[config.mk]
export PLATFORM = sky130hd
export DESIGN_NAME = eep_pin_adapter
export DESIGN_NICKNAME = d
export VERILOG_FILES = /design/src/rtl/eep_adapt_pkg.sv /design/src/rtl/eep_lane_pick.sv /design/src/rtl/eep_gap_meter.sv /design/src/rtl/eep_read_pack.sv /design/src/rtl/eep_pin_adapter.sv
export SDC_FILE = /design/constraint.sdc
export NUM_CORES = 1
export LEC_CHECK = 0
export CAP_MARGIN = 0
export CORE_MARGIN = 2
export CORE_UTILIZATION = 48
export DETAILED_ROUTE_END_ITERATION = 7
export GPL_TIMING_DRIVEN = 0
export PLACE_DENSITY = 0.78
export SKIP_LAST_GASP = 1
export SYNTH_ARGS = -nofsm -noshare
export SYNTH_HDL_FRONTEND = slang
export SYNTH_SLANG_ARGS = --single-unit
[constraint.sdc]
create_clock -name clk -period 4.8 [get_ports clk]
set_input_delay 0.96 -clock clk [delete_from_list [all_inputs] [get_ports clk]]
set_output_delay 0.96 -clock clk [all_outputs]
set_load 0.005 [all_outputs]
[src/rtl/eep_adapt_pkg.sv]
package eep_adapt_pkg;

    // one pair of serial line levels
    typedef struct packed {
        logic scl;
        logic sda;
    } eep_lines_t;

    localparam eep_lines_t LINES_IDLE = '{scl: 1'b1, sda: 1'b1};

endpackage

[src/rtl/eep_lane_pick.sv]
module eep_lane_pick
    import eep_adapt_pkg::*;
#(
    parameter  int DATA_W = 16,
    localparam int SEL_W  = $clog2(DATA_W)
) (
    input  logic              addr_odd,
    input  logic [1:0]        cfg_abits,
    input  logic [SEL_W-1:0]  sel_cl,
    input  logic [SEL_W-1:0]  sel_in,
    input  logic [DATA_W-1:0] wdata,
    input  eep_lines_t        cur,
    output eep_lines_t        nxt
);

    // parity match selects the lane, bit index selects the level
    always_comb begin
        nxt = cur;
        if (addr_odd == cfg_abits[0]) nxt.scl = wdata[sel_cl];
        if (addr_odd == cfg_abits[1]) nxt.sda = wdata[sel_in];
    end

endmodule

[src/rtl/eep_gap_meter.sv]
module eep_gap_meter #(
    parameter int          CNT_W      = 32,
    parameter int          MIN_GAP    = 16,
    parameter int          EARLY_GAP  = 24,
    parameter logic [63:0] STAMP_INIT = 64'hFFFF_0000
) (
    input  logic clk,
    input  logic rst_n,
    input  logic stamp,
    output logic short_gap,
    output logic long_gap
);

    localparam logic [CNT_W-1:0] STAMP_RST = STAMP_INIT[CNT_W-1:0];
    localparam logic [CNT_W-1:0] MIN_LIM   = CNT_W'(MIN_GAP);
    localparam logic [CNT_W-1:0] EARLY_LIM = CNT_W'(EARLY_GAP);

    typedef struct packed {
        logic [CNT_W-1:0] cyc;
        logic [CNT_W-1:0] last;
    } gap_st_t;

    gap_st_t st_d, st_q;
    logic [CNT_W-1:0] span;

    always_comb begin
        st_d      = st_q;
        st_d.cyc  = st_q.cyc + 1'b1;
        if (stamp) st_d.last = st_q.cyc;
        span      = st_q.cyc - st_q.last;
        short_gap = (span < MIN_LIM);
        long_gap  = (span >= EARLY_LIM);
    end

    always_ff @(posedge clk or negedge rst_n) begin
        if (!rst_n) begin
            st_q.cyc  <= '0;
            st_q.last <= STAMP_RST;
        end else begin
            st_q <= st_d;
        end
    end

    AST_GAP_CLASSES_DISJOINT: assert property (@(posedge clk) disable iff (!rst_n)
        (EARLY_GAP >= MIN_GAP && short_gap) |-> !long_gap);

endmodule

[src/rtl/eep_read_pack.sv]
module eep_read_pack #(
    parameter  int DATA_W = 16,
    localparam int SEL_W  = $clog2(DATA_W)
) (
    input  logic              en,
    input  logic              bit_val,
    input  logic [SEL_W-1:0]  sel,
    output logic [DATA_W-1:0] rdata
);

    for (genvar i = 0; i < DATA_W; i++) begin : g_lane
        assign rdata[i] = en && bit_val && (sel == SEL_W'(i));
    end

endmodule

[src/rtl/eep_pin_adapter.sv]
module eep_pin_adapter
    import eep_adapt_pkg::*;
#(
    parameter  int          DATA_W     = 16,
    parameter  int          CNT_W      = 32,
    parameter  int          MIN_GAP    = 16,
    parameter  int          EARLY_GAP  = 24,
    parameter  logic [63:0] STAMP_INIT = 64'hFFFF_0000,
    localparam int          SEL_W      = $clog2(DATA_W)
) (
    input  logic              clk,
    input  logic              rst_n,
    input  logic              wr_en,
    input  logic              rd_en,
    input  logic              addr_odd,
    input  logic [DATA_W-1:0] wdata,
    input  logic [1:0]        cfg_abits,
    input  logic [SEL_W-1:0]  cfg_bit_cl,
    input  logic [SEL_W-1:0]  cfg_bit_in,
    input  logic [SEL_W-1:0]  cfg_bit_out,
    input  logic              core_drive,
    input  logic              core_bit,
    output logic              core_scl,
    output logic              core_sda,
    output logic              core_commit,
    output logic              core_rd_req,
    output logic              core_rd_early,
    output logic              rd_valid,
    output logic [DATA_W-1:0] rdata
);

    typedef struct packed {
        eep_lines_t pend;
        eep_lines_t com;
        logic       commit;
        logic       rd_req;
        logic       early;
        logic       open_sda;
    } adp_st_t;

    adp_st_t    st_d, st_q;
    eep_lines_t lane_nxt;
    logic       short_gap, long_gap, stamp;
    logic       flush_diff;

    eep_lane_pick #(.DATA_W(DATA_W)) u_lane (
        .addr_odd  (addr_odd),
        .cfg_abits (cfg_abits),
        .sel_cl    (cfg_bit_cl),
        .sel_in    (cfg_bit_in),
        .wdata     (wdata),
        .cur       (st_q.pend),
        .nxt       (lane_nxt)
    );

    eep_gap_meter #(
        .CNT_W      (CNT_W),
        .MIN_GAP    (MIN_GAP),
        .EARLY_GAP  (EARLY_GAP),
        .STAMP_INIT (STAMP_INIT)
    ) u_gap (
        .clk       (clk),
        .rst_n     (rst_n),
        .stamp     (stamp),
        .short_gap (short_gap),
        .long_gap  (long_gap)
    );

    // next-state: write path wins over read path
    always_comb begin
        st_d        = st_q;
        st_d.commit = 1'b0;
        st_d.rd_req = 1'b0;
        st_d.early  = 1'b0;
        stamp       = 1'b0;
        flush_diff  = (st_q.pend != st_q.com);
        if (wr_en) begin
            if (!short_gap) begin
                st_d.com    = st_q.pend;
                st_d.commit = flush_diff;
                stamp       = flush_diff;
            end
            st_d.pend = lane_nxt;
        end else if (rd_en) begin
            st_d.com      = st_q.pend;
            st_d.commit   = flush_diff;
            stamp         = flush_diff;
            st_d.rd_req   = 1'b1;
            st_d.early    = !st_q.pend.scl && long_gap;
            st_d.open_sda = st_q.pend.sda;
        end
    end

    always_ff @(posedge clk or negedge rst_n) begin
        if (!rst_n) begin
            st_q.pend     <= LINES_IDLE;
            st_q.com      <= LINES_IDLE;
            st_q.commit   <= 1'b0;
            st_q.rd_req   <= 1'b0;
            st_q.early    <= 1'b0;
            st_q.open_sda <= 1'b1;
        end else begin
            st_q <= st_d;
        end
    end

    eep_read_pack #(.DATA_W(DATA_W)) u_pack (
        .en      (st_q.rd_req),
        .bit_val (core_drive ? core_bit : st_q.open_sda),
        .sel     (cfg_bit_out),
        .rdata   (rdata)
    );

    assign core_scl      = st_q.com.scl;
    assign core_sda      = st_q.com.sda;
    assign core_commit   = st_q.commit;
    assign core_rd_req   = st_q.rd_req;
    assign core_rd_early = st_q.early;
    assign rd_valid      = st_q.rd_req;

    AST_COMMIT_MEANS_CHANGE: assert property (@(posedge clk) disable iff (!rst_n)
        core_commit |-> (core_scl != $past(core_scl)) || (core_sda != $past(core_sda)));
    AST_LINES_HOLD: assert property (@(posedge clk) disable iff (!rst_n)
        !core_commit |-> $stable(core_scl) && $stable(core_sda));
    AST_READ_ANSWERED: assert property (@(posedge clk) disable iff (!rst_n)
        $past(rst_n && rd_en && !wr_en) |-> rd_valid);
    AST_WRITE_BEATS_READ: assert property (@(posedge clk) disable iff (!rst_n)
        $past(rst_n && rd_en && wr_en) |-> !rd_valid);
    AST_EARLY_WITH_QUERY: assert property (@(posedge clk) disable iff (!rst_n)
        core_rd_early |-> core_rd_req);
    AST_READ_ONE_BIT: assert property (@(posedge clk) disable iff (!rst_n)
        rd_valid |-> $countones(rdata) <= 1);

endmodule

# [After elaboration in Yosys (flattened, before gate mapping)]
# Index checks and enable logic that the tools add are counted.
[totals] latch_bits=0 ff_bits=72 mem_count=0 wordCells=73 inputBits=37 mem_bits_ro=0 ramBits=0
[op_classes] magnitude_cmp=4 n_bitwise=1 shifts=0 reduce_logical=25 n_div=0 multipliers=0 add_sub_neg=2 n_mux=12 n_eq_ne=19
[op_table] operator="32-bit by 1-bit adder with 32-bit output (second input constant)" n=1
[op_table] operator="4-bit equality test (second input constant)" n=8
[op_table] operator="32-bit by 5-bit greater-or-equal comparator with 1-bit output (second input constant)" n=1
[op_table] operator="32-bit by 5-bit less-than comparator with 1-bit output (second input constant)" n=1
[op_table] operator="32-bit subtractor" n=1
[op_table] operator="1-bit logical AND" n=18
[op_table] operator="4-bit by 3-bit equality test with 1-bit output (second input constant)" n=4
[op_table] operator="4-bit by 5-bit less-than comparator with 1-bit output (second input constant)" n=2
[op_table] operator="3-bit two-way mux" n=3
[op_table] operator="1-bit binary-select mux with 4-bit select" n=2
[op_table] operator="4-bit by 2-bit equality test with 1-bit output (second input constant)" n=2
[op_table] operator="2-bit AND reduction" n=4
[op_table] operator="1-bit two-way mux" n=6
[op_table] operator="6-bit two-way mux" n=1
[op_table] operator="4-bit by 1-bit equality test with 1-bit output (second input constant)" n=1
[op_table] operator="4-bit zero test" n=1
[op_table] operator="1-bit equality test" n=2
[op_table] operator="2-bit != test" n=1
[op_table] operator="2-bit != test (second input constant)" n=1
[op_table] operator="2-bit nonzero test" n=1
[op_table] operator="1-bit zero test" n=1
[op_table] operator="1-bit NOT" n=1

# [Longest topological paths before layout]
# Gate-level depths: netlist of the first run.
[logic_depth] ltp_word=5 ltp_mapped=15 ltp_nobuf=14

# [Cells and area by module]
# A second synthesis of the first run with hierarchy kept.
[unflattened] hier_cells=610 hier_area_um2=5270.1
[by_module_without_submodules] mod="eep_gap_meter" area_each_um2=4480.5 cells_each=528 seq_area_each_um2=1621.6 instances=1
[by_module_without_submodules] mod="eep_lane_pick" area_each_um2=336.6 cells_each=37 seq_area_each_um2=0.0 instances=1
[by_module_without_submodules] mod="eep_pin_adapter" area_each_um2=336.6 cells_each=22 seq_area_each_um2=206.4 instances=1
[by_module_without_submodules] mod="eep_read_pack" area_each_um2=116.4 cells_each=23 seq_area_each_um2=0.0 instances=1

# [Worst setup path before layout of the first run]
# No wires, ideal clock.
[synth_path] path_type="register -> register" startpoint="register u_gap.st_q[32] (netlist bit)" endpoint="register u_gap.st_q[0] (netlist bit)" path_stages_with_launch=16 synth_period_minus_slack_ns=4.000 arrival_ns=3.876 setup_time_ns=0.125 required_time_ns=4.675 path_buffers=1 path_slack_ns=0.800 path_cell_list="dfrtp_1 inv_1 ha_1 inv_1 fa_1 a21o_1 a221oi_4 nor3_1 o2bb2ai_1 a2111oi_0 nand4_1 or4_1 or4_4 o21ai_4 buf_6 mux2_2"
[synth_via] elab_chain_len=4
[synth_lines] element="start: declaration" line_no="eep_gap_meter.sv:23" text="gap_st_t st_d, st_q;"
[synth_lines] element="start signal: assignment" line_no="eep_gap_meter.sv:40" text="st_q <= st_d;"
[synth_lines] element="32-bit subtractor" line_no="eep_gap_meter.sv:30" text="span = st_q.cyc - st_q.last;"
[synth_lines] element="32-bit by 5-bit less-than comparator with 1-bit output" line_no="eep_gap_meter.sv:31" text="short_gap = (span < MIN_LIM);"
[synth_lines] element="1-bit two-way mux" line_no="eep_pin_adapter.sv:78" text="if (!short_gap) begin"
[synth_lines] element="1-bit two-way mux" line_no="eep_pin_adapter.sv:77" text="if (wr_en) begin"
# Several ways; a longest one is shown, not always the timed one.
# A chain may end at the register's enable or synchronous reset.

# [Final worst setup path of the first run]
[layout_path] startpoint="register u_gap.st_q[32] (netlist bit)" endpoint="register u_gap.st_q[15] (netlist bit)"
[layout_via] elab_chain_len=4
[layout_lines] element="32-bit subtractor" line_no="eep_gap_meter.sv:30"
[layout_lines] element="32-bit by 5-bit less-than comparator with 1-bit output" line_no="eep_gap_meter.sv:31"
[layout_lines] element="1-bit two-way mux" line_no="eep_pin_adapter.sv:78"
[layout_lines] element="1-bit two-way mux" line_no="eep_pin_adapter.sv:77"
# Every way passes these cells.

==> impl_metrics.tcl, run 1 <==
set metrics [dict create \
    cts-root-buf "clkbuf_8" \
    grt_pass1_vias 4432 \
    critical_path.startpoint_type "flip-flop" \
    diodes 0 \
    async_flop_share_pct 100 \
    endpoint_kind "flip-flop" \
    setup-violations-final 0 \
    yosysMostFrequentCell "nand2_1" \
    fin_ws_ns 0.277 \
    synth_edf_count 0 \
    multiInputGateArea_um2 3310 \
    power.internal_mw 1.41 \
    r2r_start "u_gap.st_q[32]$_DFF_PN0_" \
    seq_power_share_pct 35.2 \
    final-instance-count-excl-fill 795 \
    p_sw_mw 0.515 \
    crit_required_ns 5.05 \
    core_region_area_um2 10900 \
    nFillCells 955 \
    whs_path_depth 1 \
    dieWidth_um 110 \
    tns_ns 0 \
    synth_cells 581 \
    hold_class "reg2reg" \
    tightest_slew_ns 0.893 \
    syn_area_um2 5390 \
    clockPowerShare_pct 36.8 \
    routed-via-count 4568 \
    clock_skew_ns 0.00763 \
    drcViolationCount 0 \
    cp_common_cell "inv_1" \
    p_per_area_nw_per_um2 298 \
    min_to "u_gap.st_q[1]$_DFFE_PN0P_" \
    drt_iter0_markers 244 \
    yosysTopAreaCell "dfrtp_1" \
    swShare_pct 26.8 \
    post-route-util_pct 59.2 \
    antenna_found_initial 0 \
    synth_commonest_cells "60 x nand2_1, 51 x dfrtp_1, 50 x nor2_1" \
    synth.area.top_cells "dfrtp_1 24%, dfstp_2 10%, ha_1 7.4%" \
    rsz0062_at_grt "false" \
    path_max_fanout 10 \
    yosysWarnings 0 \
    cellLeakagePower_nw 2.93 \
    drt-total-wl_um 12900 \
    status "completed" \
    clkTransAtPathRegs_ns 0.07 \
    synth_top_area_share_pct 23.7 \
    crit_chain "inv_1, ha_1, inv_1, fa_1, a21o_1, a221oi_4, o22ai_1, a2111oi_0, nand4_1, or4_1, or4_4, o21ai_4, buf_6, mux2_2" \
    fin_area_um2 6450 \
    via_per_inst 5.75 \
    start_util_pct 49.5 \
    port_buffers 58 \
    dominantRegCellSynth "dfrtp_1" \
    fmax_mhz 221 \
    place_hpwl_um 10100 \
    slowest_delay_ns 0.58 \
    synth.avg_cell_area_um2 9.28 \
    die_y_um 110 \
    worstHoldStart "u_gap.st_q[1]$_DFFE_PN0P_" \
    overflow 0 \
    htree_num_levels 3 \
    r2r.worst_path.cells 14 \
    rows 38 \
    path_class "reg2reg" \
    area_growth_pct 19.6 \
    place_congestion 0.924 \
    final_antenna_net_count 0 \
    place_ws_ns 0.353 \
    synth_seq_cells 72 \
    grt.total_usage_pct 22.8 \
    cts_tree "yes" \
    cts_inserted_buffers 9 \
    drv_cap 0 \
    wire_per_inst_um 16.3 \
    pwr-share-comb_pct 28.0 \
    post-route-period-util_pct 94.2 \
    synth_nets 651 \
    layout.nets 720 \
    r2r_end "u_gap.st_q[15]$_DFFE_PN0P_" \
    grt_start_max_net_pins 73 \
    dpl_cell_area_um2 6150 \
    slew_viol_final 0 \
    arrival_ns 4.77 \
    dieArea_um2 12100 \
    r2r_setup_slack_ns 0.28 \
    cts_buffer_depth 2 \
    grt_pass1_wl_um 21400 \
    peakVddDrop_v 0.000157 \
    io_pins 59 \
    placed_cells 779 \
    max_slew_margin_pct 40.4 \
    ys_seq_area_share_pct 33.9 \
    final_hold_viol_count 0 \
    period_minus_slack_ns 4.52 \
    clock-sinks 72 \
    seq_area_um2 1830 \
    dr.pass1.iters 5 \
    synth.distinct_cells 62 \
    layout-drive-gt1-share_pct 15.9 \
    crit_slowest_cell "or4_4" \
    worstSkewPairLatency_ns 0.36 \
]
[worst max path at each step]
stage | from | to | slack, ns | cells after the start
finish | u_gap.st_q[32]$_DFF_PN0_ | u_gap.st_q[15]$_DFFE_PN0P_ | 0.28 | 14
global route | u_gap.st_q[32]$_DFF_PN0_ | u_gap.st_q[15]$_DFFE_PN0P_ | 0.05 | 15
CTS | u_gap.st_q[32]$_DFF_PN0_ | u_gap.st_q[7]$_DFFE_PN0P_ | 0.27 | 15
detailed placement | u_gap.st_q[32]$_DFF_PN0_ | u_gap.st_q[7]$_DFFE_PN0P_ | 0.35 | 15
global placement | u_gap.st_q[32]$_DFF_PN0_ | u_gap.st_q[0]$_DFFE_PN0P_ | 0.29 | 15
floorplan | u_gap.st_q[32]$_DFF_PN0_ | u_gap.st_q[0]$_DFFE_PN0P_ | 0.80 | 15
[power by group through the flow]
stage | registers [mW] | logic, mW | clock network, mW
global placement | 0.685 | 0.530 | 0
CTS | 0.676 | 0.541 | 0.727
finish | 0.676 | 0.539 | 0.708
floorplan | 0.682 | 0.381 | 0
detailed placement | 0.688 | 0.537 | 0
global route | 0.681 | 0.587 | 0.745
[cells in the final DEF, fill, tap and decap left out, drive strengths merged, types with 6 or more instances in the layout]
cell           instances
dfstp                 21
mux2                  38
a31oi                  6
xnor2                 33
nor2b                  6
clkbuf                15
nand3                 13
mux2i                  7
nand4                 17
o22ai                  6
a21oi                 39
nand2b                 6
a21o                   8
buf                   15
ha                    32
mux4                  10
inv                   39
nor2                  50
clkdlybuf4s50         57
nand2                 60
nor3                  13
xor2                  17
o21ai                 20
and3                   9
dfrtp                 51
o21a                   7
[worst max-delay path: cells and delay by family, from the launching register on]
family	cells	cell delay, ns
buf+inv	3	0.35
flops	1	0.42
simple gates	3	1.27
fa+ha+maj	2	0.53
compound gates	5	1.47
mux	1	0.34
[metal layers]
layer	vias to the layer above	part of all wire [%]	track usage, %	wire length [µm]
met3	30	4.0	3.00	523
li1	2229	-	-	-
met1	2192	45	29.8	5870
met2	117	47	37.5	6130
met4	0	3.3	10.9	421
met5	-	0	0	0
[through the flow]
stage / hold slack (ns) / power, mW
after global routing: 0.534 / 2.01
after CTS: 0.512 / 1.94
after global placement: 0.482 / 1.21
after detailed placement: 0.494 / 1.22
final: 0.507 / 1.92
after floorplan: 0.464 / 1.06
[cell type report]
cell class	count	share of cell area, %
multi-input cells	452	51.4
flip-flops and latches	72	28.3
repair buffers	58	8.96
well taps	140	2.72
clock buffers	11	2.35
clock inverters	5	2.33
inverters	39	2.27
plain buffers	18	1.65
[kinds of logic (layout without fill, tap and decap cells)]
| kind of cell | Yosys count | in the layout | synth area share, % |
|---|---|---|---|
| buffers and inverters | 57 | 131 | 4.69 |
| muxes | 55 | 55 | 13.4 |
| AOI/OAI and AO/OA | 121 | 121 | 15.1 |
| DFF | 72 | 72 | 33.9 |
| and+or+nand+nor | 193 | 193 | 17.0 |
| adders and majority gates | 33 | 33 | 7.79 |
| xor gates and xnor gates | 50 | 50 | 8.12 |
[repair_timing]
action | CTS | global route
buffers inserted | 0 | 0
endpoints found under the setup margin | 0 | 7
resized for setup | 0 | 1
hold buffers | 0 | 0
[registers in the layout (all words and copies together), names as in the netlist]
signal and count:
core_rd_early 1, core_scl 1, core_sda 1, st_q 3, core_commit 1, core_rd_req 1
u_gap.st_q 64
(Power assumes the default switching activity.)
==> inputs of run 2 (changes only) <==
Settings changed: ABC_AREA set to 0, CORE_ASPECT_RATIO set to 1.2.
==> run 2 against run 1 <==
Setup slack worse by 0.18 ns. Final area down 0.14%. Largest cell class unchanged. Critical path depth stayed put. Global-route usage is 0.65 points higher.
==> impl_metrics.tcl, run 2 (synthesis gave the netlist of run 1 again) <==
set metrics [dict create \
    status "completed" \
    path_max_fanout 10 \
    hold_class "reg2reg" \
    grt_pass1_wl_um 22500 \
    port_buffers 58 \
    endpoint_kind "flip-flop" \
    layout.nets 720 \
    worstSkewPairLatency_ns 0.34 \
    drv_cap 0 \
    start_util_pct 49.1 \
    final_hold_viol_count 0 \
    worstHoldStart "u_gap.st_q[9]$_DFFE_PN0P_" \
    cts.repair.resized 0 \
    p_per_area_nw_per_um2 297 \
    fmax_mhz 212 \
    pwr-share-comb_pct 28.9 \
    layout-drive-gt1-share_pct 15.9 \
    via_per_inst 5.91 \
    min_to "u_gap.st_q[9]$_DFFE_PN0P_" \
    seq_power_share_pct 35.3 \
    core_region_area_um2 11000 \
    cts_hold_buf 0 \
    overflow 0 \
    p_sw_mw 0.578 \
    dieWidth_um 101 \
    clock-sinks 72 \
    r2r_setup_slack_ns 0.09 \
    setup-violations-final 0 \
    drcViolationCount 0 \
    wire_per_inst_um 17.4 \
    tightest_slew_ns 0.891 \
    final_antenna_net_count 0 \
    io_pins 59 \
    maxUsedRoutingLayer "met4" \
    r2r.worst_path.cells 14 \
    antenna_found_initial 0 \
    peakVddDrop_v 0.000209 \
    r2r_start "u_gap.st_q[17]$_DFFE_PN1P_" \
    power.total_mw 1.92 \
    met1_length_um 5920 \
    rows 42 \
    reg.largest.list "u_gap.st_q x64, st_q x3" \
    post-cts-setup-buffer-count 0 \
    cellLeakagePower_nw 2.92 \
    rsz0062_at_grt "false" \
    layout_commonest_cell "nand2_1" \
    htree_num_levels 3 \
    final_cell_mix "60 x nand2_1, 57 x clkdlybuf4s50_1, 51 x dfrtp_1, 50 x nor2_1, 39 x inv_1" \
    post-route-util_pct 58.6 \
    drt_iter0_markers 289 \
    arrival_ns 4.93 \
    largest_register_ffs 64 \
    whs_path_depth 1 \
    power.internal_mw 1.34 \
    grt.total_usage_pct 23.5 \
    routed-via-count 4651 \
    drt-total-wl_um 13700 \
    clockPowerShare_pct 35.8 \
    met3_length_um 524 \
    clkTransAtPathRegs_ns 0.06 \
    critical_path.startpoint_type "flip-flop" \
    cts-root-buf "clkbuf_16" \
    crit_required_ns 5.02 \
    die_y_um 120 \
    period_minus_slack_ns 4.71 \
    regMostFlops "u_gap.st_q" \
    dr.pass1.iters 6 \
    area_growth_pct 19.4 \
    place_congestion 0.980 \
    cts_tree "yes" \
    cts_buffer_depth 2 \
    post-route-period-util_pct 98.1 \
    clock_skew_ns 0.00755 \
    grt_pass1_vias 4535 \
    r2r_end "u_gap.st_q[15]$_DFFE_PN0P_" \
    path_class "reg2reg" \
    swShare_pct 30.2 \
    diodes 0 \
    dr_wl_met2_um 7000 \
    place_hpwl_um 10700 \
    tns_ns 0 \
    grt_start_max_net_pins 73 \
    cts_inserted_buffers 9 \
    slew_viol_final 0 \
    max_slew_margin_pct 40.6 \
    dieArea_um2 12100 \
]
## run 2: cell count changes in the layout (fill, tap and decap cells not counted)
cell        change
clkbuf_8       -11
clkbuf_16       +9
bufinv_16       -4
clkinvlp_4      +2
a2111oi_0       +1
a2111oi_1       -1
clkinv_2        +1
clkinv_4        +1
inv_6           +1
inv_8           +1
## run 2: power by group through the flow
stage               Clock, mW  Combinational (mW)  Sequential [mW]
finish                  0.685               0.554            0.677
global route            0.721               0.597            0.683
CTS                     0.696               0.554            0.677
detailed placement          0               0.550            0.687
global placement            0               0.542            0.685
floorplan                   0               0.381            0.682
## run 2: layer usage
layer | global-route usage [%] | vias to the layer above
li1 | - | 2240
met5 | 0 | -
met2 | 39.4 | 118
met4 | 8.22 | 0
met1 | 30.9 | 2271
met3 | 3.03 | 22
## run 2: area by class of cell
class	count	area, µm²
Clock inverter	7	78.8
Fill cell	951	4540
Sequential cell	72	1830
Multi-Input combinational cell	452	3310
Tap cell	132	165
Buffer	18	106
Clock buffer	9	225
Timing Repair Buffer	58	578
Inverter	39	146
## run 2: worst max-delay path: stages, from the launching register on
cell and delay [ns]:
dfstp_2 0.52, inv_1 0.04, ha_1 0.27, buf_2 0.18
a21oi_1 0.38, o21ai_0 0.30, nand2_1 0.15, o22ai_1 0.11
a2111oi_0 0.50, nand4_1 0.17, or4_1 0.52, or4_4 0.58
o21ai_4 0.31, buf_6 0.21, mux2_2 0.35
## run 2: how the worst max path moves through the flow
| stage | start | endpoint | slack (ns) | cells after the start |
|---|---|---|---|---|
| floorplan | u_gap.st_q[32]$_DFF_PN0_ | u_gap.st_q[0]$_DFFE_PN0P_ | 0.80 | 15 |
| global placement | u_gap.st_q[17]$_DFFE_PN1P_ | u_gap.st_q[0]$_DFFE_PN0P_ | 0.20 | 14 |
| detailed placement | u_gap.st_q[17]$_DFFE_PN1P_ | u_gap.st_q[0]$_DFFE_PN0P_ | 0.18 | 14 |
| CTS | u_gap.st_q[17]$_DFFE_PN1P_ | u_gap.st_q[15]$_DFFE_PN0P_ | 0.16 | 14 |
| global route | u_gap.st_q[32]$_DFF_PN0_ | u_gap.st_q[15]$_DFFE_PN0P_ | 0.02 | 14 |
| finish | u_gap.st_q[17]$_DFFE_PN1P_ | u_gap.st_q[15]$_DFFE_PN0P_ | 0.09 | 14 |
## run 2: metrics by stage
step	std cells	hold WS (ns)	cell area, µm²	worst slack, ns
3_5_place_dp	771	0.493	6140	0.181
2_1_floorplan	581	0.464	5390	0.800
3_3_place_gp	771	0.474	6140	0.200
6_report	787	0.504	6440	0.0928
5_1_grt	787	0.522	6440	0.0162
4_1_cts	787	0.506	6440	0.162
==> inputs of run 3 (changes only) <==
Settings changed: CORE_UTILIZATION 48 to 55, PLACE_DENSITY 0.78 to 0.86.
Clock period 4.8 ns to 4.5 ns, I/O delays scaled along.
==> run 3 against run 2 <==
Combinational power increased by 25%. Routed wire length fell by 0.30%. Via count is 2.9% higher. Hold slack got worse by 0.0044 ns. Non-clock buffer count is 8 higher. Total power up 14%. Sequential power grew 7.1%. Critical endpoint is now u_gap.st_q[0]$_DFFE_PN0P_. Largest cell class unchanged.
==> impl_metrics.tcl, run 3 (synthesis gave the netlist of run 1 again) <==
set metrics [dict create \
    r2r_end "u_gap.st_q[0]$_DFFE_PN0P_" \
    final_antenna_net_count 0 \
    via_per_inst 6.09 \
    dpl_cell_area_um2 6130 \
    cts_tree "yes" \
    path_max_fanout 10 \
    status "completed" \
    rows 39 \
    clock_skew_ns 0.00720 \
    endpoint_kind "flip-flop" \
    p_per_area_nw_per_um2 332 \
    cellLeakagePower_nw 3.00 \
    tns_ns 0 \
    drt-total-wl_um 13700 \
    die_y_um 112 \
    fmax_mhz 227 \
    largest_register_ffs 64 \
    reg.largest.list "u_gap.st_q x64, st_q x3" \
    timing.hold.ws_ns 0.499 \
    r2r.worst_path.cells 15 \
    cts_inserted_buffers 9 \
    worstSkewPairLatency_ns 0.33 \
    clkTransAtPathRegs_ns 0.05 \
    layout-drive-gt1-share_pct 17.6 \
    regMostFlops "u_gap.st_q" \
    layout_commonest_cell "nand2_1" \
    path_class "reg2reg" \
    place_hpwl_um 10000 \
    nFillCells 736 \
    critical_path.startpoint_type "flip-flop" \
    routed-via-count 4785 \
    grt.total_usage_pct 26.6 \
    core_region_area_um2 9520 \
    dieWidth_um 94.4 \
    final_cell_mix "60 x nand2_1, 57 x clkdlybuf4s50_1, 51 x dfrtp_1, 50 x nor2_1, 39 x inv_1" \
    cts_buffer_depth 2 \
    cts-root-buf "clkbuf_16" \
    io_pins 59 \
    drcViolationCount 0 \
    final_hold_viol_count 0 \
    antenna_found_initial 0 \
    arrival_ns 4.62 \
    fin_ws_ns 0.0955 \
    worstHoldStart "u_gap.st_q[2]$_DFFE_PN0P_" \
    max_slew_margin_pct 41.1 \
    start_util_pct 56.7 \
    tightest_slew_ns 0.884 \
    r2r_setup_slack_ns 0.1 \
    place_congestion 0.951 \
    port_buffers 58 \
    post-route-period-util_pct 97.9 \
    power.total_mw 2.18 \
    period_minus_slack_ns 4.40 \
    wire_per_inst_um 17.4 \
    grt_pass1_wl_um 22700 \
    htree_num_levels 3 \
    drt_iter0_markers 363 \
    min_to "u_gap.st_q[2]$_DFFE_PN0P_" \
    peakVddDrop_v 0.000265 \
    layout.nets 728 \
    r2r_start "u_gap.st_q[32]$_DFF_PN0_" \
    hold_class "reg2reg" \
    fin_area_um2 6580 \
    clock-sinks 72 \
    dr.pass1.iters 5 \
    diodes 0 \
    place_ws_ns 0.0361 \
    grt_pass1_vias 4804 \
    dieArea_um2 10600 \
    crit_required_ns 4.71 \
    area_growth_pct 21.9 \
    grt_start_max_net_pins 73 \
    whs_path_depth 1 \
    drv_cap 0 \
    slew_viol_final 0 \
    setup-violations-final 0 \
    overflow 0 \
]
-- run 3: worst max-delay path by stage --
stage	from	depth (start not counted)	slack, ns	to
floorplan	u_gap.st_q[32]$_DFF_PN0_	15	0.50	u_gap.st_q[0]$_DFFE_PN0P_
global placement	u_gap.st_q[32]$_DFF_PN0_	15	0.04	u_gap.st_q[0]$_DFFE_PN0P_
detailed placement	u_gap.st_q[32]$_DFF_PN0_	15	0.04	u_gap.st_q[0]$_DFFE_PN0P_
CTS	u_gap.st_q[32]$_DFF_PN0_	15	0.01	u_gap.st_q[0]$_DFFE_PN0P_
global route	u_gap.st_q[32]$_DFF_PN0_	16	-0.06	u_gap.st_q[2]$_DFFE_PN0P_
finish	u_gap.st_q[32]$_DFF_PN0_	15	0.1	u_gap.st_q[0]$_DFFE_PN0P_
-- run 3: per-stage QoR --
| step | utilization [%] | cells |
|---|---|---|
| 2_1_floorplan | - | 581 |
| 3_3_place_gp | 64.4 | 762 |
| 3_5_place_dp | 64.4 | 762 |
| 4_1_cts | 67.8 | 778 |
| 5_1_grt | 69.1 | 786 |
| 6_report | 69.1 | 786 |
-- run 3: critical path: stages (launching register included) --
cell and delay [ns]:
dfrtp_1 0.40, inv_1 0.09, ha_1 0.18, inv_1 0.06, fa_1 0.37, a21o_1 0.24
a221oi_4 0.41, o22ai_1 0.17, a2111oi_2 0.35, nand4_1 0.12, or4_1 0.53, or4_4 0.56
o21ai_4 0.17, buf_12 0.15, buf_8 0.14, mux2_2 0.33
-- run 3: cell type report --
| type | count | area [µm²] | area share, % |
|---|---|---|---|
| repair buffers | 66 | 668 | 10.2 |
| plain buffers | 18 | 114 | 1.73 |
| flip-flops and latches | 72 | 1830 | 27.8 |
| multi-input cells | 452 | 3340 | 50.8 |
| well taps | 123 | 154 | 2.34 |
| clock buffers | 10 | 239 | 3.63 |
| clock inverters | 6 | 82.6 | 1.26 |
| inverters | 39 | 146 | 2.23 |
-- run 3: metal layers --
layer  part of all wire, %  vias up  track usage [%]  wire [µm]
met5                     0        -                0          0
met4                   2.7        0             9.18        376
met3                   4.3       34             4.70        583
met2                    52      177             46.0       7180
met1                    41     2333             33.2       5550
li1                      -     2241                -          -
-- run 3: power breakdown --
group / leakage (nW) / internal, mW / switching, mW
clock network: 0.158 / 0.497 / 0.267
logic: 1.94 / 0.375 / 0.319
registers: 0.895 / 0.698 / 0.0269
-- run 3: timing repair --
action                                 CTS  global route
setup endpoints to repair                0            32
hold buffers                             0             0
endpoints found under the hold margin    0             0
gates resized for setup                  0            10
setup buffers                            0             7
